## src/rtl/pa_pkg.sv

```systemverilog
package pa_pkg;
   typedef enum logic [2:0] {
      OP_NOP     = 3'd0,
      OP_RESET   = 3'd1,
      OP_ALLOC   = 3'd2,
      OP_ENQ     = 3'd3,
      OP_FREE    = 3'd4,
      OP_RELEASE = 3'd5
   } pa_op_e;

   // Largest legal size code: eight 256-byte pages fill one slot.
   localparam int unsigned MAX_SIZE_CODE = 7;
endpackage

```

## src/rtl/pa_cmd_seq.sv

```systemverilog
module pa_cmd_seq
   import pa_pkg::*;
#(
   parameter int BUSY_CYCLES = 3,
   parameter int SIZE_W      = 4,
   parameter int NUM_W       = 6
) (
   input  logic              clk,
   input  logic              rst_n,
   input  logic              cmd_valid,
   input  logic [2:0]        cmd_op,
   input  logic [SIZE_W-1:0] cmd_size,
   input  logic [NUM_W-1:0]  cmd_sel,
   output logic              busy,
   output logic              exec,
   output pa_op_e            op_q,
   output logic [SIZE_W-1:0] size_q,
   output logic [NUM_W-1:0]  sel_q
);
   localparam int CNT_W = $clog2(BUSY_CYCLES + 1);

   initial assert (BUSY_CYCLES >= 1) else $fatal(1, "BUSY_CYCLES must be at least 1");

   logic [CNT_W-1:0] cnt_q;

   always_ff @(posedge clk or negedge rst_n) begin
      if (!rst_n) begin
         busy   <= 1'b0;
         cnt_q  <= '0;
         op_q   <= OP_NOP;
         size_q <= '0;
         sel_q  <= '0;
      end else if (!busy) begin
         if (cmd_valid) begin
            busy   <= 1'b1;
            cnt_q  <= CNT_W'(BUSY_CYCLES - 1);
            op_q   <= pa_op_e'(cmd_op);
            size_q <= cmd_size;
            sel_q  <= cmd_sel;
         end
      end else if (cnt_q == '0) begin
         busy <= 1'b0;
      end else begin
         cnt_q <= cnt_q - CNT_W'(1);
      end
   end

   assign exec = busy && (cnt_q == '0);
endmodule

```

## src/rtl/pa_pick.sv

```systemverilog
module pa_pick #(
   parameter int N      = 4,
   parameter bit LOWEST = 1'b1,
   localparam int IDX_W = (N > 1) ? $clog2(N) : 1
) (
   input  logic [N-1:0]     mask,
   output logic             found,
   output logic [IDX_W-1:0] idx
);
   assign found = |mask;

   generate
      if (LOWEST) begin : g_low
         always_comb begin
            idx = '0;
            for (int i = N - 1; i >= 0; i--) begin
               if (mask[i]) idx = IDX_W'(i);
            end
         end
      end else begin : g_high
         always_comb begin
            idx = '0;
            for (int i = 0; i < N; i++) begin
               if (mask[i]) idx = IDX_W'(i);
            end
         end
      end
   endgenerate
endmodule

```

## src/rtl/pa_slot_map.sv

```systemverilog
module pa_slot_map #(
   parameter int NUM_SLOTS   = 4,
   parameter bit PICK_LOWEST = 1'b1,
   localparam int SLOT_W = (NUM_SLOTS > 1) ? $clog2(NUM_SLOTS) : 1,
   localparam int CNT_W  = $clog2(NUM_SLOTS + 1)
) (
   input  logic              clk,
   input  logic              rst_n,
   input  logic              clr,
   input  logic              take_a,
   input  logic              take_b,
   input  logic              give_en,
   input  logic [SLOT_W-1:0] give_idx,
   output logic              a_ok,
   output logic [SLOT_W-1:0] a_idx,
   output logic              b_ok,
   output logic [SLOT_W-1:0] b_idx,
   output logic [CNT_W-1:0]  free_cnt
);
   logic [NUM_SLOTS-1:0] free_q, a_oh, b_oh, give_oh, b_mask;

   pa_pick #(.N(NUM_SLOTS), .LOWEST(PICK_LOWEST)) u_pick_a (
      .mask(free_q), .found(a_ok), .idx(a_idx));

   assign a_oh   = (take_a && a_ok) ? (NUM_SLOTS'(1) << a_idx) : '0;
   assign b_mask = free_q & ~a_oh;

   pa_pick #(.N(NUM_SLOTS), .LOWEST(PICK_LOWEST)) u_pick_b (
      .mask(b_mask), .found(b_ok), .idx(b_idx));

   assign b_oh    = (take_b && b_ok) ? (NUM_SLOTS'(1) << b_idx) : '0;
   // Only slots in use may be returned; this keeps a stale free from
   // colliding with a same-cycle claim.
   assign give_oh = give_en ? ((NUM_SLOTS'(1) << give_idx) & ~free_q) : '0;

   always_ff @(posedge clk or negedge rst_n) begin
      if (!rst_n)   free_q <= '1;
      else if (clr) free_q <= '1;
      else          free_q <= (free_q & ~a_oh & ~b_oh) | give_oh;
   end

   assign free_cnt = CNT_W'($countones(free_q));
endmodule

```

## src/rtl/pa_num_fifo.sv

```systemverilog
module pa_num_fifo #(
   parameter int W     = 6,
   parameter int DEPTH = 4
) (
   input  logic         clk,
   input  logic         rst_n,
   input  logic         clr,
   input  logic         push,
   input  logic [W-1:0] din,
   input  logic         pop,
   output logic [W-1:0] dout,
   output logic         empty
);
   localparam int PTR_W = $clog2(DEPTH);

   initial assert (DEPTH >= 2 && (1 << PTR_W) == DEPTH)
      else $fatal(1, "queue depth must be a power of two");

   logic [W-1:0]   mem [DEPTH];
   logic [PTR_W-1:0] rd_q, wr_q;
   logic [PTR_W:0]   cnt_q;
   logic             do_push, do_pop, full;

   assign empty   = (cnt_q == '0);
   assign full    = (cnt_q == (PTR_W+1)'(DEPTH));
   assign do_pop  = pop && !empty;
   assign do_push = push && !full;

   always_ff @(posedge clk) begin
      if (do_push) mem[wr_q] <= din;
   end

   always_ff @(posedge clk or negedge rst_n) begin
      if (!rst_n) begin
         rd_q  <= '0;
         wr_q  <= '0;
         cnt_q <= '0;
      end else if (clr) begin
         rd_q  <= '0;
         wr_q  <= '0;
         cnt_q <= '0;
      end else begin
         if (do_push) wr_q <= wr_q + PTR_W'(1);
         if (do_pop)  rd_q <= rd_q + PTR_W'(1);
         cnt_q <= cnt_q + (PTR_W+1)'(do_push) - (PTR_W+1)'(do_pop);
      end
   end

   assign dout = empty ? '0 : mem[rd_q];
endmodule

```

## src/rtl/pkt_page_alloc.sv

```systemverilog
module pkt_page_alloc
   import pa_pkg::*;
#(
   parameter int NUM_SLOTS   = 4,
   parameter int NUM_W       = 6,
   parameter int SIZE_W      = 4,
   parameter int BUSY_CYCLES = 3,
   parameter int TXQ_DEPTH   = 4,
   parameter bit PICK_LOWEST = 1'b1
) (
   input  logic              clk,
   input  logic              rst_n,
   input  logic              cmd_valid,
   input  logic [2:0]        cmd_op,
   input  logic [SIZE_W-1:0] cmd_size,
   input  logic [NUM_W-1:0]  tx_sel,
   input  logic [1:0]        int_ack,
   input  logic              rx_push,
   input  logic              tx_done,
   output logic              busy,
   output logic              alloc_int,
   output logic              tx_int,
   output logic [NUM_W:0]    alloc_result,
   output logic [15:0]       mem_info,
   output logic [NUM_W-1:0]  rx_head,
   output logic              rx_empty,
   output logic [NUM_W-1:0]  tx_head,
   output logic              tx_pending
);
   localparam int SLOT_W = (NUM_SLOTS > 1) ? $clog2(NUM_SLOTS) : 1;
   localparam int CNT_W  = $clog2(NUM_SLOTS + 1);

   initial begin
      assert (NUM_SLOTS >= 2 && NUM_SLOTS <= 255) else $fatal(1, "NUM_SLOTS out of range");
      assert (NUM_W >= SLOT_W) else $fatal(1, "NUM_W too narrow for slot numbers");
      assert (SIZE_W >= 3) else $fatal(1, "SIZE_W must cover codes 0..7");
   end

   logic              exec;
   pa_op_e            op_q;
   logic [SIZE_W-1:0] size_q;
   logic [NUM_W-1:0]  sel_q;

   pa_cmd_seq #(.BUSY_CYCLES(BUSY_CYCLES), .SIZE_W(SIZE_W), .NUM_W(NUM_W)) u_seq (
      .clk(clk), .rst_n(rst_n), .cmd_valid(cmd_valid), .cmd_op(cmd_op),
      .cmd_size(cmd_size), .cmd_sel(tx_sel), .busy(busy), .exec(exec),
      .op_q(op_q), .size_q(size_q), .sel_q(sel_q));

   logic ex_reset, ex_alloc, ex_enq, ex_free, ex_rel, size_ok, sel_ok;
   assign ex_reset = exec && (op_q == OP_RESET);
   assign ex_alloc = exec && (op_q == OP_ALLOC);
   assign ex_enq   = exec && (op_q == OP_ENQ);
   assign ex_free  = exec && (op_q == OP_FREE);
   assign ex_rel   = exec && (op_q == OP_RELEASE);
   assign size_ok  = (size_q <= SIZE_W'(MAX_SIZE_CODE));
   assign sel_ok   = (sel_q < NUM_W'(NUM_SLOTS));

   logic              a_ok, b_ok, take_a, take_b, give_en;
   logic [SLOT_W-1:0] a_idx, b_idx, give_idx;
   logic [CNT_W-1:0]  free_cnt;

   assign take_a   = ex_alloc && size_ok;
   assign take_b   = rx_push && !ex_reset;
   assign give_en  = (ex_free && sel_ok) || (ex_rel && !rx_empty);
   assign give_idx = ex_rel ? rx_head[SLOT_W-1:0] : sel_q[SLOT_W-1:0];

   pa_slot_map #(.NUM_SLOTS(NUM_SLOTS), .PICK_LOWEST(PICK_LOWEST)) u_map (
      .clk(clk), .rst_n(rst_n), .clr(ex_reset), .take_a(take_a), .take_b(take_b),
      .give_en(give_en), .give_idx(give_idx), .a_ok(a_ok), .a_idx(a_idx),
      .b_ok(b_ok), .b_idx(b_idx), .free_cnt(free_cnt));

   pa_num_fifo #(.W(NUM_W), .DEPTH(NUM_SLOTS)) u_rxq (
      .clk(clk), .rst_n(rst_n), .clr(ex_reset), .push(take_b && b_ok),
      .din(NUM_W'(b_idx)), .pop(ex_rel), .dout(rx_head), .empty(rx_empty));

   logic tx_empty, tx_retire;
   assign tx_retire = tx_done && !tx_empty && !ex_reset;

   pa_num_fifo #(.W(NUM_W), .DEPTH(TXQ_DEPTH)) u_txq (
      .clk(clk), .rst_n(rst_n), .clr(ex_reset), .push(ex_enq), .din(sel_q),
      .pop(tx_retire), .dout(tx_head), .empty(tx_empty));

   assign tx_pending = !tx_empty;

   always_ff @(posedge clk or negedge rst_n) begin
      if (!rst_n) begin
         alloc_result <= '0;
         alloc_int    <= 1'b0;
         tx_int       <= 1'b0;
      end else begin
         if (ex_alloc) begin
            alloc_result <= (take_a && a_ok) ? {1'b0, NUM_W'(a_idx)} : {1'b1, {NUM_W{1'b0}}};
            alloc_int    <= 1'b1;
         end else if (int_ack[0]) begin
            alloc_int <= 1'b0;
         end
         if (tx_retire)       tx_int <= 1'b1;
         else if (int_ack[1]) tx_int <= 1'b0;
      end
   end

   assign mem_info = {8'(free_cnt), 8'(NUM_SLOTS)};
endmodule

```

## config.mk

```make
export PLATFORM = sky130hd
export DESIGN_NAME = pkt_page_alloc
export DESIGN_NICKNAME = d
export VERILOG_FILES = /design/src/rtl/pa_pkg.sv /design/src/rtl/pa_cmd_seq.sv /design/src/rtl/pa_pick.sv /design/src/rtl/pa_slot_map.sv /design/src/rtl/pa_num_fifo.sv /design/src/rtl/pkt_page_alloc.sv
export SDC_FILE = /design/constraint.sdc
export NUM_CORES = 1
export LEC_CHECK = 0
export BUFFER_PORTS_ARGS = -buffer_cell sky130_fd_sc_hd__buf_2
export CAP_MARGIN = 20
export CORE_UTILIZATION = 42
export CTS_CLUSTER_DIAMETER = 100
export CTS_CLUSTER_SIZE = 24
export DETAILED_ROUTE_END_ITERATION = 6
export GPL_TIMING_DRIVEN = 0
export SLEW_MARGIN = 20
export SYNTH_ARGS = -nofsm -noshare
export SYNTH_HDL_FRONTEND = slang
export SYNTH_SLANG_ARGS = --single-unit
```

## constraint.sdc

```tcl
create_clock -name clk -period 3.2 [get_ports clk]
set_input_delay 0.32 -clock clk [delete_from_list [all_inputs] [get_ports clk]]
set_output_delay 0.32 -clock clk [all_outputs]
set_load 0.1 [all_outputs]
```

==> metrics.yaml <==
worst_setup_path:
  crit_type: "reg -> out"
  cp_max_fo: 8
  cp-start-kind: "flop"
  reg2reg_from: "u_seq.cnt_q[0]"
  r2r_end: "u_txq.cnt_q[2]"
  cp-end-kind: "primary output"
  ff2ff_path_depth: 13
  cp_data_required_time_ns: 2.88
  r2r_slack_ns: 0.33
  crit_arrival_ns: 2.75
floorplan:
  core_area_sq_um: 8180
  initial_core_util_pct: 43.1
  io_pins: 60
  die_h_um: 93.6
  num_rows: 33
  die_w_um: 93.6
  die-area_sq_um: 8750
placed_design:
  dp_hpwl_um: 4600
  placed_cell_area_sq_um: 3910
  routabilityCongestion: 0.818
  numPortBuffers: 35
layout:
  nNetsFinal: 386
  area_delta_synth_final_pct: 17.8
  antenna_cells: 0
  fillers: 773
  regArea_sq_um: 1870
  layout-drive-gt1-share_pct: 31.8
  postLayoutCellArea_sq_um: 4150
  multi_input_area_sq_um: 1460
cts:
  numClockSinks: 68
  numCtsBuffers: 9
  hold_buffers: 0
  clock_path_buffers: 2
  cts_max_level: 3
  clkLatencyLatePin_ns: 0.35
  cts-root-buf: "clkbuf_8"
  path_clk_slew_ns: 0.09
  cts_tree: "built"
yosys:
  seq_area_frac_synth_pct: 53.0
  ys_warn_count: 0
  synth_cell_types: 61
  async_flop_share_pct: 52.9
  mappedNetlistArea_sq_um: 3520
  synth_ff_type: "edfxtp_1"
  synthCells: 281
  syn_area_per_cell_sq_um: 12.5
  ys_ff_latch: 68
  synth_enable_flop_cells: 32
timing:
  fin_crit_ns: 3.07
  slew_headroom_pct: 40.6
  worst_slew_pin_slew_ns: 0.884
  final-hold-violation-count: 0
  fin_setup_tns_ns: 0
  fmax_mhz: 326
  rsz0062_at_grt: "false"
  clock_skew_ns: 0.0125
  final-max-slew-violation-count: 0
  min_period_over_period_pct: 95.9
  setup_violations: 0
global_route:
  grtUsageTotal_pct: 16.7
  grt_pass1_vias: 2130
  antenna_found_initial: 0
  grt_pass1_wl_um: 10800
  grt_max_degree: 37
  grt_overflow: 0
route:
  ant_nets: 0
  firstDrtPassIters: 4
  wl_per_cell_um: 13.9
  routed_wl_um: 6370
  drtIter0Drc: 83
  viasPerCell: 4.78
  route.detailed.drc: 0
  vias: 2186
run:
  cap_violations: 0
hold_path:
  hold_path.class: "in -> async"
outcome:
  status: "complete, no violations"
[sequential cells by signal (all words and copies together), names as in the netlist]
| name | count |
|---|---|
| u_rxq.rd_q | 2 |
| u_seq.size_q | 1 |
| u_rxq.cnt_q | 3 |
| u_txq.cnt_q | 3 |
| u_seq.busy | 1 |
| u_seq.sel_q | 6 |
| u_rxq.wr_q | 2 |
| tx_int | 1 |
| u_txq.mem | 24 |
| u_txq.wr_q | 2 |
| u_map.free_q | 4 |
| u_rxq.mem | 8 |
| u_seq.cnt_q | 2 |
| u_seq.op_q | 3 |
| u_txq.rd_q | 2 |
| alloc_result | 3 |
| alloc_int | 1 |
[layer usage]
layer,share of wire (%),global-route usage (%),wire length (um),up-vias
met5,0,0,0,-
met4,1.9,8.08,119,0
met3,3.0,2.76,194,9
met2,49,27.8,3120,45
met1,46,21.1,2930,1053
li1,-,-,-,1079
[worst max path at each step]
| stage | start | endpoint | slack, ns | depth (start not counted) |
|---|---|---|---|---|
| after detailed placement | u_seq.cnt_q[0] | u_txq.cnt_q[2] | -0.12 | 13 |
| after CTS | u_seq.cnt_q[0] | u_txq.cnt_q[2] | 0.02 | 13 |
| after global routing | u_map.free_q[3] | mem_info[9] | 0.01 | 7 |
| final | u_map.free_q[3] | mem_info[9] | 0.13 | 7 |
| after floorplan | u_seq.busy | u_txq.cnt_q[2] | 0.20 | 12 |
| after global placement | u_seq.cnt_q[0] | u_txq.cnt_q[2] | -0.12 | 13 |
[cells by family after synthesis]
logic type                 count (synthesis)  share of synthesized area [%]
buffers and inverters                     55                           8.35
other                                      2                          0.213
and+or+nand+nor                           72                           11.9
AOI/OAI and AO/OA                         31                           6.57
adders and majority gates                 21                           8.00
muxes                                     22                           9.49
DFF                                       68                           53.0
xor gates and xnor gates                  10                           2.49
[layout by cell type, fill, tap and decap left out, types with 9 or more instances in the layout]
cell / count
and2_1: 10
buf_2: 36
buf_4: 22
clkbuf_8: 9
conb_1: 21
dfrtp_1: 31
edfxtp_1: 32
ha_1: 15
inv_1: 24
mux2_2: 10
nor2_1: 16
nor2b_1: 11
[stage by stage]
stage	instances	util [%]	hold slack, ns	setup slack, ns
after floorplan	300	-	0.0244	0.203
after global placement	440	47.8	0.464	-0.115
after detailed placement	440	47.8	0.459	-0.121
after CTS	456	50.4	0.0842	0.0179
after global routing	457	50.7	0.125	0.00963
final	457	50.7	0.0451	0.132
[synthesized netlist by cell type, drive strengths merged, types with 3 or more instances]
master	instances	share of area [%]
ha	16	5.7
mux4	8	5.1
or3	3	0.68
inv	24	2.6
mux2	11	3.5
xnor2	6	1.5
clkbuf	7	0.75
and2	10	1.8
buf	24	5.0
dfstp	4	3.0
nor2b	11	2.0
fa	3	1.7
nand2b	3	0.53
mux2i	3	0.85
nand3	3	0.43
nor3b	3	0.78
o31ai	5	1.1
nor2	16	1.7
xor2	4	0.99
nor3	4	0.57
a21oi	3	0.53
nand2	7	0.75
edfxtp	32	27
o21ai	5	0.71
dfrtp	32	23
[area by class of cell]
class                      instances  share of cell area, %
sequential                        68                   45.0
multi-input combinational        177                   35.3
buffer                            31                   5.04
timing repair buffer              36                   4.40
tap                              105                   3.17
clock buffer                       9                   2.99
inverter                          24                   2.17
clock inverter                     7                   1.96
[timing repair]
item,CTS,global route
buffers inserted,0,1
setup endpoints to repair,2,4
gates resized for setup,1,9
[critical path, stage by stage (launching register included)]
cell	delay, ns
dfstp_2	0.52
clkbuf_1	0.33
inv_1	0.15
fa_1	0.51
inv_1	0.04
ha_1	0.17
ha_1	0.27
buf_2	0.41
Power is not shown: default switching activity piles up to over one toggle a cycle in this logic, so the estimate is an artifact.
